[src/rtl/hfp_pkg.sv]
package hfp_pkg;
    parameter int EXP_W = 7;
    parameter int HI_W  = 24;
    parameter int LO_W  = 32;

    localparam int WORD_W    = 1 + EXP_W + HI_W;
    localparam int FRAC_W    = HI_W + LO_W;
    localparam int DIGITS    = FRAC_W / 4;
    localparam int SP_DIGITS = HI_W / 4;
    localparam int XW        = EXP_W + 2;
    localparam int EXP_MAX   = (1 << EXP_W) - 1;
    localparam int LZ_W      = $clog2(DIGITS + 1);

    localparam logic [3:0] CC_C = 4'b1000;
    localparam logic [3:0] CC_V = 4'b0100;
    localparam logic [3:0] CC_G = 4'b0010;
    localparam logic [3:0] CC_L = 4'b0001;

    // unpacked operand; exp is two's complement, may go below zero
    typedef struct packed {
        logic              sign;
        logic [XW-1:0]     exp;
        logic [FRAC_W-1:0] frac;
    } hfp_val_t;

    typedef enum logic [2:0] {
        ST_IDLE = 3'd0,
        ST_ALGN = 3'd1,
        ST_ARIT = 3'd2,
        ST_NORM = 3'd3,
        ST_PACK = 3'd4
    } hfp_state_t;

    typedef struct packed {
        hfp_state_t        st;
        logic              dbl;
        logic              rnd;
        hfp_val_t          opa;
        hfp_val_t          opb;
        hfp_val_t          acc;
        logic [WORD_W-1:0] hi;
        logic [LO_W-1:0]   lo;
        logic [3:0]        cc;
        logic              done;
    } hfp_regs_t;
endpackage

[src/rtl/hfp_norm.sv]
module hfp_norm
    import hfp_pkg::*;
(
    input  hfp_val_t val_i,
    output hfp_val_t val_o
);
    logic [LZ_W-1:0] lz;
    logic            found;

    always_comb begin
        lz    = '0;
        found = 1'b0;
        for (int i = DIGITS - 1; i >= 0; i--) begin
            if (!found && val_i.frac[i*4 +: 4] == 4'h0) lz = lz + LZ_W'(1);
            else found = 1'b1;
        end
        if (!found) begin
            val_o = '0;                       // clean zero
        end else begin
            val_o.sign = val_i.sign;
            val_o.exp  = val_i.exp - XW'(lz);
            val_o.frac = val_i.frac << {lz, 2'b00};
        end
    end
endmodule

[src/rtl/hfp_align.sv]
module hfp_align
    import hfp_pkg::*;
(
    input  hfp_val_t a_i,
    input  hfp_val_t b_i,
    input  logic     trunc_sp_i,
    output hfp_val_t big_o,
    output hfp_val_t small_o
);
    logic          a_zero;
    logic          b_zero;
    logic          a_less;
    logic [XW-1:0] ediff;
    hfp_val_t      big;
    hfp_val_t      sml;

    always_comb begin
        a_zero = (a_i.frac == '0);
        b_zero = (b_i.frac == '0);
        a_less = ($signed(a_i.exp) < $signed(b_i.exp)) ||
                 ((a_i.exp == b_i.exp) && (a_i.frac < b_i.frac));
        if (a_less) begin
            big = b_i;
            sml = a_i;
        end else begin
            big = a_i;
            sml = b_i;
        end
        ediff   = big.exp - sml.exp;
        small_o = sml;
        if (a_zero || b_zero) begin
            big_o        = a_zero ? b_i : a_i;
            small_o      = '0;
            small_o.sign = big_o.sign;
        end else begin
            big_o = big;
            if (trunc_sp_i) begin
                if (ediff >= XW'(SP_DIGITS))
                    small_o.frac[FRAC_W-1:LO_W] = '0;
                else
                    small_o.frac[FRAC_W-1:LO_W] = sml.frac[FRAC_W-1:LO_W] >> {ediff, 2'b00};
            end else begin
                if (ediff >= XW'(DIGITS))
                    small_o.frac = '0;
                else
                    small_o.frac = sml.frac >> {ediff, 2'b00};
            end
        end
    end
endmodule

[src/rtl/hfp_pack.sv]
module hfp_pack
    import hfp_pkg::*;
(
    input  hfp_val_t          acc_i,
    input  logic              dbl_i,
    input  logic              rnd_i,
    output logic [WORD_W-1:0] hi_o,
    output logic [LO_W-1:0]   lo_o,
    output logic [3:0]        cc_o
);
    logic [HI_W-1:0] frac_hi;
    logic [LO_W-1:0] frac_lo;
    logic [HI_W:0]   bump;
    logic [XW-1:0]   ex;
    logic            is_zero;
    logic            udf;
    logic            ovf;

    always_comb begin
        frac_hi = acc_i.frac[FRAC_W-1 -: HI_W];
        frac_lo = acc_i.frac[LO_W-1:0];
        ex      = acc_i.exp;
        bump    = {1'b0, frac_hi} + (HI_W + 1)'(1);
        if (!dbl_i && rnd_i && frac_lo[LO_W-1]) begin
            if (bump[HI_W]) begin
                frac_hi = {3'b000, bump[HI_W:4]};
                ex      = ex + XW'(1);
            end else begin
                frac_hi = bump[HI_W-1:0];
            end
        end
        is_zero = (frac_hi == '0);
        udf     = ex[XW-1];
        ovf     = !ex[XW-1] && (ex > XW'(EXP_MAX));
        hi_o    = '0;
        lo_o    = '0;
        cc_o    = '0;
        if (!is_zero) begin
            if (udf) begin
                cc_o = CC_V;
            end else if (ovf) begin
                hi_o = {acc_i.sign, {(WORD_W - 1){1'b1}}};
                lo_o = '1;
                cc_o = CC_V | (acc_i.sign ? CC_L : CC_G);
            end else begin
                hi_o = {acc_i.sign, ex[EXP_W-1:0], frac_hi};
                lo_o = dbl_i ? frac_lo : '0;
                cc_o = acc_i.sign ? CC_L : CC_G;
            end
        end
    end
endmodule

[src/rtl/hfp_adder.sv]
module hfp_adder
    import hfp_pkg::*;
(
    input  logic              clk,
    input  logic              rst_n,
    input  logic              start_i,
    input  logic              sub_i,
    input  logic              dbl_i,
    input  logic              rnd_i,
    input  logic [WORD_W-1:0] a_hi_i,
    input  logic [LO_W-1:0]   a_lo_i,
    input  logic [WORD_W-1:0] b_hi_i,
    input  logic [LO_W-1:0]   b_lo_i,
    output logic [WORD_W-1:0] res_hi_o,
    output logic [LO_W-1:0]   res_lo_o,
    output logic [3:0]        cc_o,
    output logic              done_o
);
    hfp_regs_t r_d, r_q;

    hfp_val_t          raw [2];
    hfp_val_t          nrm [2];
    hfp_val_t          big, sml, acc_n;
    logic [FRAC_W:0]   sum;
    logic [WORD_W-1:0] pk_hi;
    logic [LO_W-1:0]   pk_lo;
    logic [3:0]        pk_cc;
    logic              accept;

    // raw operands: sign flip for subtract before anything else
    always_comb begin
        raw[0].sign = a_hi_i[WORD_W-1];
        raw[0].exp  = {2'b00, a_hi_i[WORD_W-2 -: EXP_W]};
        raw[0].frac = {a_hi_i[HI_W-1:0], dbl_i ? a_lo_i : '0};
        raw[1].sign = b_hi_i[WORD_W-1] ^ sub_i;
        raw[1].exp  = {2'b00, b_hi_i[WORD_W-2 -: EXP_W]};
        raw[1].frac = {b_hi_i[HI_W-1:0], dbl_i ? b_lo_i : '0};
    end

    for (genvar g = 0; g < 2; g++) begin : g_in_norm
        hfp_norm u_norm (.val_i(raw[g]), .val_o(nrm[g]));
    end

    hfp_align u_align (
        .a_i        (r_q.opa),
        .b_i        (r_q.opb),
        .trunc_sp_i (!r_q.dbl && !r_q.rnd),
        .big_o      (big),
        .small_o    (sml)
    );

    hfp_norm u_res_norm (.val_i(r_q.acc), .val_o(acc_n));

    hfp_pack u_pack (
        .acc_i (r_q.acc),
        .dbl_i (r_q.dbl),
        .rnd_i (r_q.rnd),
        .hi_o  (pk_hi),
        .lo_o  (pk_lo),
        .cc_o  (pk_cc)
    );

    assign accept = start_i && (r_q.st == ST_IDLE);

    always_comb begin
        r_d      = r_q;
        r_d.done = 1'b0;
        if (r_q.opa.sign ^ r_q.opb.sign)
            sum = {1'b0, r_q.opa.frac} - {1'b0, r_q.opb.frac};
        else
            sum = {1'b0, r_q.opa.frac} + {1'b0, r_q.opb.frac};
        case (r_q.st)
            ST_IDLE: begin
                if (start_i) begin
                    r_d.opa = nrm[0];
                    r_d.opb = nrm[1];
                    r_d.dbl = dbl_i;
                    r_d.rnd = rnd_i;
                    r_d.st  = ST_ALGN;
                end
            end
            ST_ALGN: begin
                r_d.opa = big;
                r_d.opb = sml;
                r_d.st  = ST_ARIT;
            end
            ST_ARIT: begin
                r_d.acc.sign = r_q.opa.sign;
                r_d.acc.exp  = r_q.opa.exp;
                if (!(r_q.opa.sign ^ r_q.opb.sign) && sum[FRAC_W]) begin
                    r_d.acc.frac = {3'b000, sum[FRAC_W:4]};
                    r_d.acc.exp  = r_q.opa.exp + XW'(1);
                end else begin
                    r_d.acc.frac = sum[FRAC_W-1:0];
                end
                r_d.st = ST_NORM;
            end
            ST_NORM: begin
                r_d.acc = acc_n;
                r_d.st  = ST_PACK;
            end
            ST_PACK: begin
                r_d.hi   = pk_hi;
                r_d.lo   = pk_lo;
                r_d.cc   = pk_cc;
                r_d.done = 1'b1;
                r_d.st   = ST_IDLE;
            end
            default: r_d.st = ST_IDLE;
        endcase
    end

    always_ff @(posedge clk or negedge rst_n) begin
        if (!rst_n) r_q <= '0;
        else        r_q <= r_d;
    end

    assign res_hi_o = r_q.hi;
    assign res_lo_o = r_q.lo;
    assign cc_o     = r_q.cc;
    assign done_o   = r_q.done;

    // fixed latency from an accepted start
    p_latency_r13: assert property (@(posedge clk) disable iff (!rst_n)
        done_o |-> $past(accept, 5));
    // single-cycle done
    p_done_pulse_r13: assert property (@(posedge clk) disable iff (!rst_n)
        done_o |=> !done_o);
    // saturated fill on overflow
    p_no_overflow_r10: assert property (@(posedge clk) disable iff (!rst_n)
        (done_o && cc_o[2] && (cc_o[1] || cc_o[0])) |->
        (res_hi_o[WORD_W-2:0] == '1 && res_lo_o == '1));
    // underflow leaves a clean zero
    p_underflow_zero_r11: assert property (@(posedge clk) disable iff (!rst_n)
        (done_o && cc_o == CC_V) |-> (res_hi_o == '0 && res_lo_o == '0));
    // G and L exclusive
    p_gl_exclusive_r12: assert property (@(posedge clk) disable iff (!rst_n)
        done_o |-> !(cc_o[1] && cc_o[0]));
    // result reaching pack is normalized or clean zero
    p_result_norm_r8: assert property (@(posedge clk) disable iff (!rst_n)
        (r_q.st == ST_PACK) |->
        (r_q.acc.frac == '0 || r_q.acc.frac[FRAC_W-1 -: 4] != 4'h0));
endmodule

[config.mk]
export PLATFORM = sky130hd
export DESIGN_NAME = hfp_adder
export DESIGN_NICKNAME = d
export VERILOG_FILES = /design/src/rtl/hfp_pkg.sv /design/src/rtl/hfp_norm.sv /design/src/rtl/hfp_align.sv /design/src/rtl/hfp_pack.sv /design/src/rtl/hfp_adder.sv
export SDC_FILE = /design/constraint.sdc
export NUM_CORES = 2
export LEC_CHECK = 0
export BUFFER_PORTS_ARGS = -buffer_cell sky130_fd_sc_hd__buf_2
export CAP_MARGIN = 15
export CORE_MARGIN = 2
export CORE_UTILIZATION = 58
export DETAILED_ROUTE_END_ITERATION = 12
export PLACE_DENSITY_LB_ADDON = 0.12
export SYNTH_ARGS = -nofsm -noshare
export SYNTH_HDL_FRONTEND = slang
export SYNTH_SLANG_ARGS = --single-unit
export TNS_END_PERCENT = 50
[constraint.sdc]
create_clock -name clk -period 10 [get_ports clk]
set_clock_uncertainty 0.15 [all_clocks]
set_input_delay 0.5 -clock clk [delete_from_list [all_inputs] [get_ports clk]]
set_output_delay 0.5 -clock clk [all_outputs]
set_load 0.02 [all_outputs]
# Word-level counts from Yosys, hierarchy flattened

Cells that the tools add are included.

Shift operators: 5
Eq/ne operators: 9
Add/subtract/negate cells: 48
Bitwise operators: 2
Mux-type cells: 122
Reductions and logical operators: 141
Order comparisons: 5

Operator list:

| operator                                      | number |
|---|---|
| 2-to-1 mux 66 bit                             | 7 |
| 2-to-1 mux 32 bit                             | 9 |
| one-hot mux 132 bit (2 select lines)          | 1 |
| zero test 4 bit                               | 42 |
| 2-to-1 mux 56 bit                             | 3 |
| << shifter 56 x 6 -> 56 bit                   | 3 |
| 2-to-1 mux 4 bit                              | 41 |
| adder 4 x 1 -> 4 bit, second input constant   | 39 |
| 2-to-1 mux 137 bit                            | 1 |
| one-hot mux 66 bit (2 select lines)           | 1 |
| zero test 56 bit                              | 2 |
| 2-to-1 mux 24 bit                             | 4 |
| adder 56 x 56 -> 57 bit                       | 1 |
| 2-to-1 mux 57 bit                             | 1 |
| subtractor 56 x 56 -> 57 bit                  | 1 |
| less-than comparator 56 bit                   | 1 |
| right shift 56 x 11 -> 56 bit                 | 1 |
| 2-to-1 mux 1 bit                              | 46 |
| logical AND 1 bit                             | 45 |
| zero test 1 bit                               | 40 |
| 2-to-1 mux 31 bit                             | 1 |
| 2-to-1 mux 9 bit                              | 3 |
| adder 24 x 1 -> 25 bit, second input constant | 1 |
| zero test 24 bit                              | 1 |
| 27 further kinds                              | 37 |

Input port bits: 134
Output and inout bits: 69
Flip-flop bits (word level): 272
Logic and storage cells: 348

# Longest topological paths before layout

Depth after elaboration: 43
Gate-level depth with buffers: 50
Mapped depth without buffers: 47

# Hierarchy

A second synthesis with hierarchy kept.

Cells, all modules: 4952
Area, all modules: 36486.2 um^2

Modules (own cells, without submodules):

| module                          | sequential area each (um^2) | cells each | area an instance (um^2) | instances |
|---|---|---|---|---|
| hfp_adder                       | 6806.5                      | 2191       | 18253.8                 | 1 |
| hfp_align                       | 0.0                         | 958        | 6132.1                  | 1 |
| hfp_norm at u_res_norm          | 0.0                         | 515        | 3622.2                  | 1 |
| hfp_norm at g_in_norm[0].u_norm | 0.0                         | 496        | 3543.4                  | 1 |
| hfp_norm at g_in_norm[1].u_norm | 0.0                         | 484        | 3072.9                  | 1 |
| hfp_pack                        | 0.0                         | 308        | 1861.8                  | 1 |

# Worst setup path before layout

Ideal clock, no wire load.

Path kind: register to register
Start point: reg r_q[117] (netlist bit)
End point: reg r_q[133] (netlist bit)
Cell stages (with the launch flop): 49
Path buffers: 3
Arrival time: 9026 ps
Setup time: 133 ps
Data required time: 9717 ps
Setup slack: 691 ps
Clock period less this slack: 9309 ps
Cells stage by stage: dfrtp_1 > clkbuf_1 > nor4_1 > nand2_1 > inv_1 > ha_1 > nor2_1 > nor2_1 > ha_1 > mux2i_1 > a21oi_1 > ha_1 > nand2_1 > nand2_1 > ha_1 > nand2_1 > a21oi_1 > ha_1 > [... 13 more ...] > mux2i_1 > nor3_1 > o21bai_1 > ha_1 > o211ai_1 > a21oi_1 > clkbuf_1 > clkbuf_1 > fa_1 > nor2b_1 > o21ai_0 > nand2b_1 > or3_1 > or3_1 > a21oi_1 > nor2_1 > a21oi_1 > o21ai_0

Word-level cells in the longest chain between the ends: 42
Elaborated cells between the ends (all ways): 67
Classes of those cells: add/sub (13); mux (28); reduce/logical (26)

RTL lines:

| item                                                          | RTL line         | text |
|---|---|---|
| start, declared                                               | hfp_adder.sv:19  | `hfp_regs_t r_d, r_q;` |
| start signal, assigned                                        | hfp_adder.sv:115 | `else r_q <= r_d;` |
| zero test 4 bit *                                             | hfp_norm.sv:14   | `if (!found && val_i.frac[i*4 +: 4] == 4'h0) lz = lz + LZ_W'(1);` |
| logical AND 1 bit *                                           | hfp_norm.sv:14   |  |
| branches (longest 38 deep; another with adder 4 x 1 -> 4 bit) | --               |  |
| 2-to-1 mux 66 bit *                                           | hfp_norm.sv:17   | `if (!found) begin` |
| one-hot mux 66 bit (2 select lines) *                         | hfp_adder.sv:72  | `case (r_q.st)` |

Every way passes the cells marked *. The select of a mux whose other input is x is not followed.
A chain may end at the register's enable or synchronous reset.

# Final worst setup path

Start point: reg r_q[115] (netlist bit)
End point: reg r_q[133] (netlist bit)

Word-level cells in the longest chain between the ends: 39
Elaborated cells between the ends (all ways): 62
Classes of those cells: add/sub (12); mux (26); reduce/logical (24)

RTL lines:

| item                                                          | RTL line |
|---|---|
| zero test 4 bit *                                             | hfp_norm.sv:14 |
| logical AND 1 bit *                                           | hfp_norm.sv:14 |
| branches (longest 35 deep; another with adder 4 x 1 -> 4 bit) | -- |
| 2-to-1 mux 66 bit *                                           | hfp_norm.sv:17 |
| one-hot mux 66 bit (2 select lines) *                         | hfp_adder.sv:72 |

Marks and branches as above.

==> run summary <==
* finished clean — result of the run
* 0 — gr ovfl total
* 0 — final setup fails
* 203 — number of I/O pins
* 133 mm — Total Routed Length
* 8 — critical-path maximum fanout
* 0.0928 ns — worst hold slack
* 0.0664 — Max-slew headroom
* register to register — CP Class
* 34700 sq um — post-route cell area
* 32400 sq um — area of the mapped netlist
* 110 — maximum number of pins on one net before global-route repair
* 4722 — number of nets in the synthesized netlist
* 57800 sq um — Die Footprint
* 9 — DR pass1 iterations
* 240 microns — horizontal extent of the die
* sky130_fd_sc_hd__ha_1 — cell occurring most often along the worst timing path
* 55200 sq um — Floorplan Core Area
* 0.108 — ratio of cells with drive above 1 in the final layout
* 0.06 ns — clock-pin slew on the worst setup and hold paths
* yes — clock tree from TritonCTS
* 199 mm — wire length of the first global-routing pass
* 0.451 — GRT Overall Usage
* 1.00 — share of flip-flops with an asynchronous set or reset
* sky130_fd_sc_hd__dfrtp_1 — top_reg_cell synth
* 35 — TritonCTS buffer count
* 9.60 ns — Min Clock Period, post-route
* 0.209 — share of the yosys chip area belonging to registers
* 1.39 ns — transition time at the pin with the least slew margin
* 270 — clock net sink count
* 0 — maximum capacitance violations
* 0.58 ns — stage delay of the slowest cell on the critical path
* sky130_fd_sc_hd__or4_1 — slowest library cell on the worst path
* sky130_fd_sc_hd__nand2_1 — most common library cell in the layout ignoring fill and taps
* 0 — post-detailed-route DRC marker count
* 9.89 ns — signal arrival time at the worst endpoint
* 270 — post-synthesis sequential element count
* 0 — DRT antenna net count
* 0.104 GHz — Fmax achieved
* input pin to register — worst min path class
* 32.8k — vias in the first global route
* 2 — number of levels in the clock H-tree
* 6.96 — number of vias per cell after detailed routing
* 0.58 ns — Worst-Skew Late Latency
* 201 — Port Buf Inserts
* 240 microns — chip height
* 3 — antenna violations before repair
* 1.05 — final weighted congestion of routability-driven global placement
* 0.960 — portion of the clock cycle consumed by the worst path in the final layout
* 4411 — Syn Inst Count
* 0 — total count of hold-check failures in the final report
* 25.9 microns — Wirelength per Cell
* 0.587 — effective utilization at floorplan
* 103 — Synth cell types
* 0 ns — total negative setup slack
* 0 — Final Max Tran Viols
* 7.34 sq um — synthesized area per cell
* register — Startpoint Class
* sky130_fd_sc_hd__clkbuf_16 — Root Driver
* 33400 sq um — area of placed instances
* 3 — maximum buffer depth of the clock tree
* register — capturing element type of the critical path
* 86 — # rows
* 0 — Warnings, synthesis
* 10.30 ns — required arrival time at the worst endpoint
* 0.260 ns — worst-case setup slack after placement
* 0.404 ns — final setup margin
* sky130_fd_sc_hd__nand2_1, sky130_fd_sc_hd__nor2_1, sky130_fd_sc_hd__a21oi_1 — most frequent cells in the layout
* 35.9k — routed vias
* 7.04% — area added between synthesis and finish
* 4176 — DRT iter0 DRCs
* 102 mm — HPWL after detailed placement
* 0 — number of enable-type register cells in the synthesized netlist
* 4690 — Final nets
==> cell families (layout without fill, tap and decap cells) <==
family / Yosys count / count (layout) / share of synthesized area
AO/OA/AOI/OAI: 1400 / 1400 / 0.277
XOR/XNOR: 148 / 148 / 0.0417
adder cells (fa/ha/maj): 177 / 177 / 0.0695
buffers and inverters: 553 / 547 / 0.0776
flip-flops: 270 / 270 / 0.209
multiplexers: 323 / 323 / 0.109
other: 1 / 2 / 0.000116
AND/OR/NAND/NOR: 1539 / 1539 / 0.217
==> Yosys cell counts, types with 54 or more instances <==
cell                         n  area share
sky130_fd_sc_hd__nand2_1   534       0.062
sky130_fd_sc_hd__nor2_1    446       0.052
sky130_fd_sc_hd__a21oi_1   412       0.064
sky130_fd_sc_hd__o21ai_0   323       0.050
sky130_fd_sc_hd__mux2i_1   277       0.086
sky130_fd_sc_hd__dfrtp_1   270        0.21
sky130_fd_sc_hd__clkbuf_1  201       0.023
sky130_fd_sc_hd__inv_1     175       0.020
sky130_fd_sc_hd__ha_1      172       0.066
sky130_fd_sc_hd__nand3_1   119       0.018
sky130_fd_sc_hd__nor3_1     96       0.015
sky130_fd_sc_hd__xnor2_1    89       0.024
sky130_fd_sc_hd__buf_4      81       0.019
sky130_fd_sc_hd__nor4_1     74       0.014
sky130_fd_sc_hd__a31oi_1    60       0.012
sky130_fd_sc_hd__a22oi_1    57       0.013
sky130_fd_sc_hd__xor2_1     55       0.015
sky130_fd_sc_hd__a221oi_1   54       0.015
==> critical path: cells and delay by family (launching register included) <==
family,cells,cell delay [ns]
AOI/OAI and AO/OA,12,2.08
adders and majority gates,12,3.40
muxes,4,0.96
buffers and inverters,1,0.19
and+or+nand+nor,16,2.16
DFF,1,0.47
==> worst paths after layout <==
check,start,end,slack [ns],cells after the start
hold reg to reg,r_q[134]$_DFFE_PN0P_,cc_o[1]$_DFFE_PN0P_,0.31,1
hold / removal,a_hi_i[31],r_q[266]$_DFFE_PN0P_,0.09,3
setup / recovery,r_q[115]$_DFFE_PN0P_,r_q[133]$_DFFE_PN0P_,0.40,45
setup reg to reg,r_q[115]$_DFFE_PN0P_,r_q[133]$_DFFE_PN0P_,0.40,45
min in group asynchronous,rst_n,res_lo_o[17]$_DFFE_PN0P_,0.45,2
max in group asynchronous,rst_n,r_q[115]$_DFFE_PN0P_,7.63,3
==> metal layers <==
metal  vias to the layer above  GRT usage  routed length, microns
met3                       548     0.0989                   14100
met1                     17000      0.558                   49900
li1                      16100          -                       -
met4                         4      0.304                   10500
met5                         -          0                      25
met2                      2270      0.704                   58800
==> state kept, by name (all words and copies together), names as in the netlist, named ones only <==
name	count
cc_o	3
done_o	1
r_q	202
res_hi_o	31
res_lo_o	32
==> final cells by class <==
cell class              count  area [sq um]
fillers                  5266         20500
well taps                 748           936
clock inverters            16           210
diodes                      1          2.50
flip-flops and latches    270          6760
repair buffers            298          1750
multi-input cells        3588         23400
inverters                 186           698
clock buffers              47           962
==> metrics by stage <==
stage,utilization,cells
finish,0.628,5154
global route,0.628,5153
CTS,0.627,5151
detailed placement,0.606,5086
global placement,0.606,5086
floorplan,-,4411
==> timing repair <==
action	CTS	global route
setup buffers	0	1
endpoints found under the setup margin	0	10
hold buffers	2	0
gates resized for setup	0	9
endpoints found under the hold margin	107	0
Power is not shown: default switching activity piles up to over one toggle a cycle in this logic, so the estimate is an artifact.
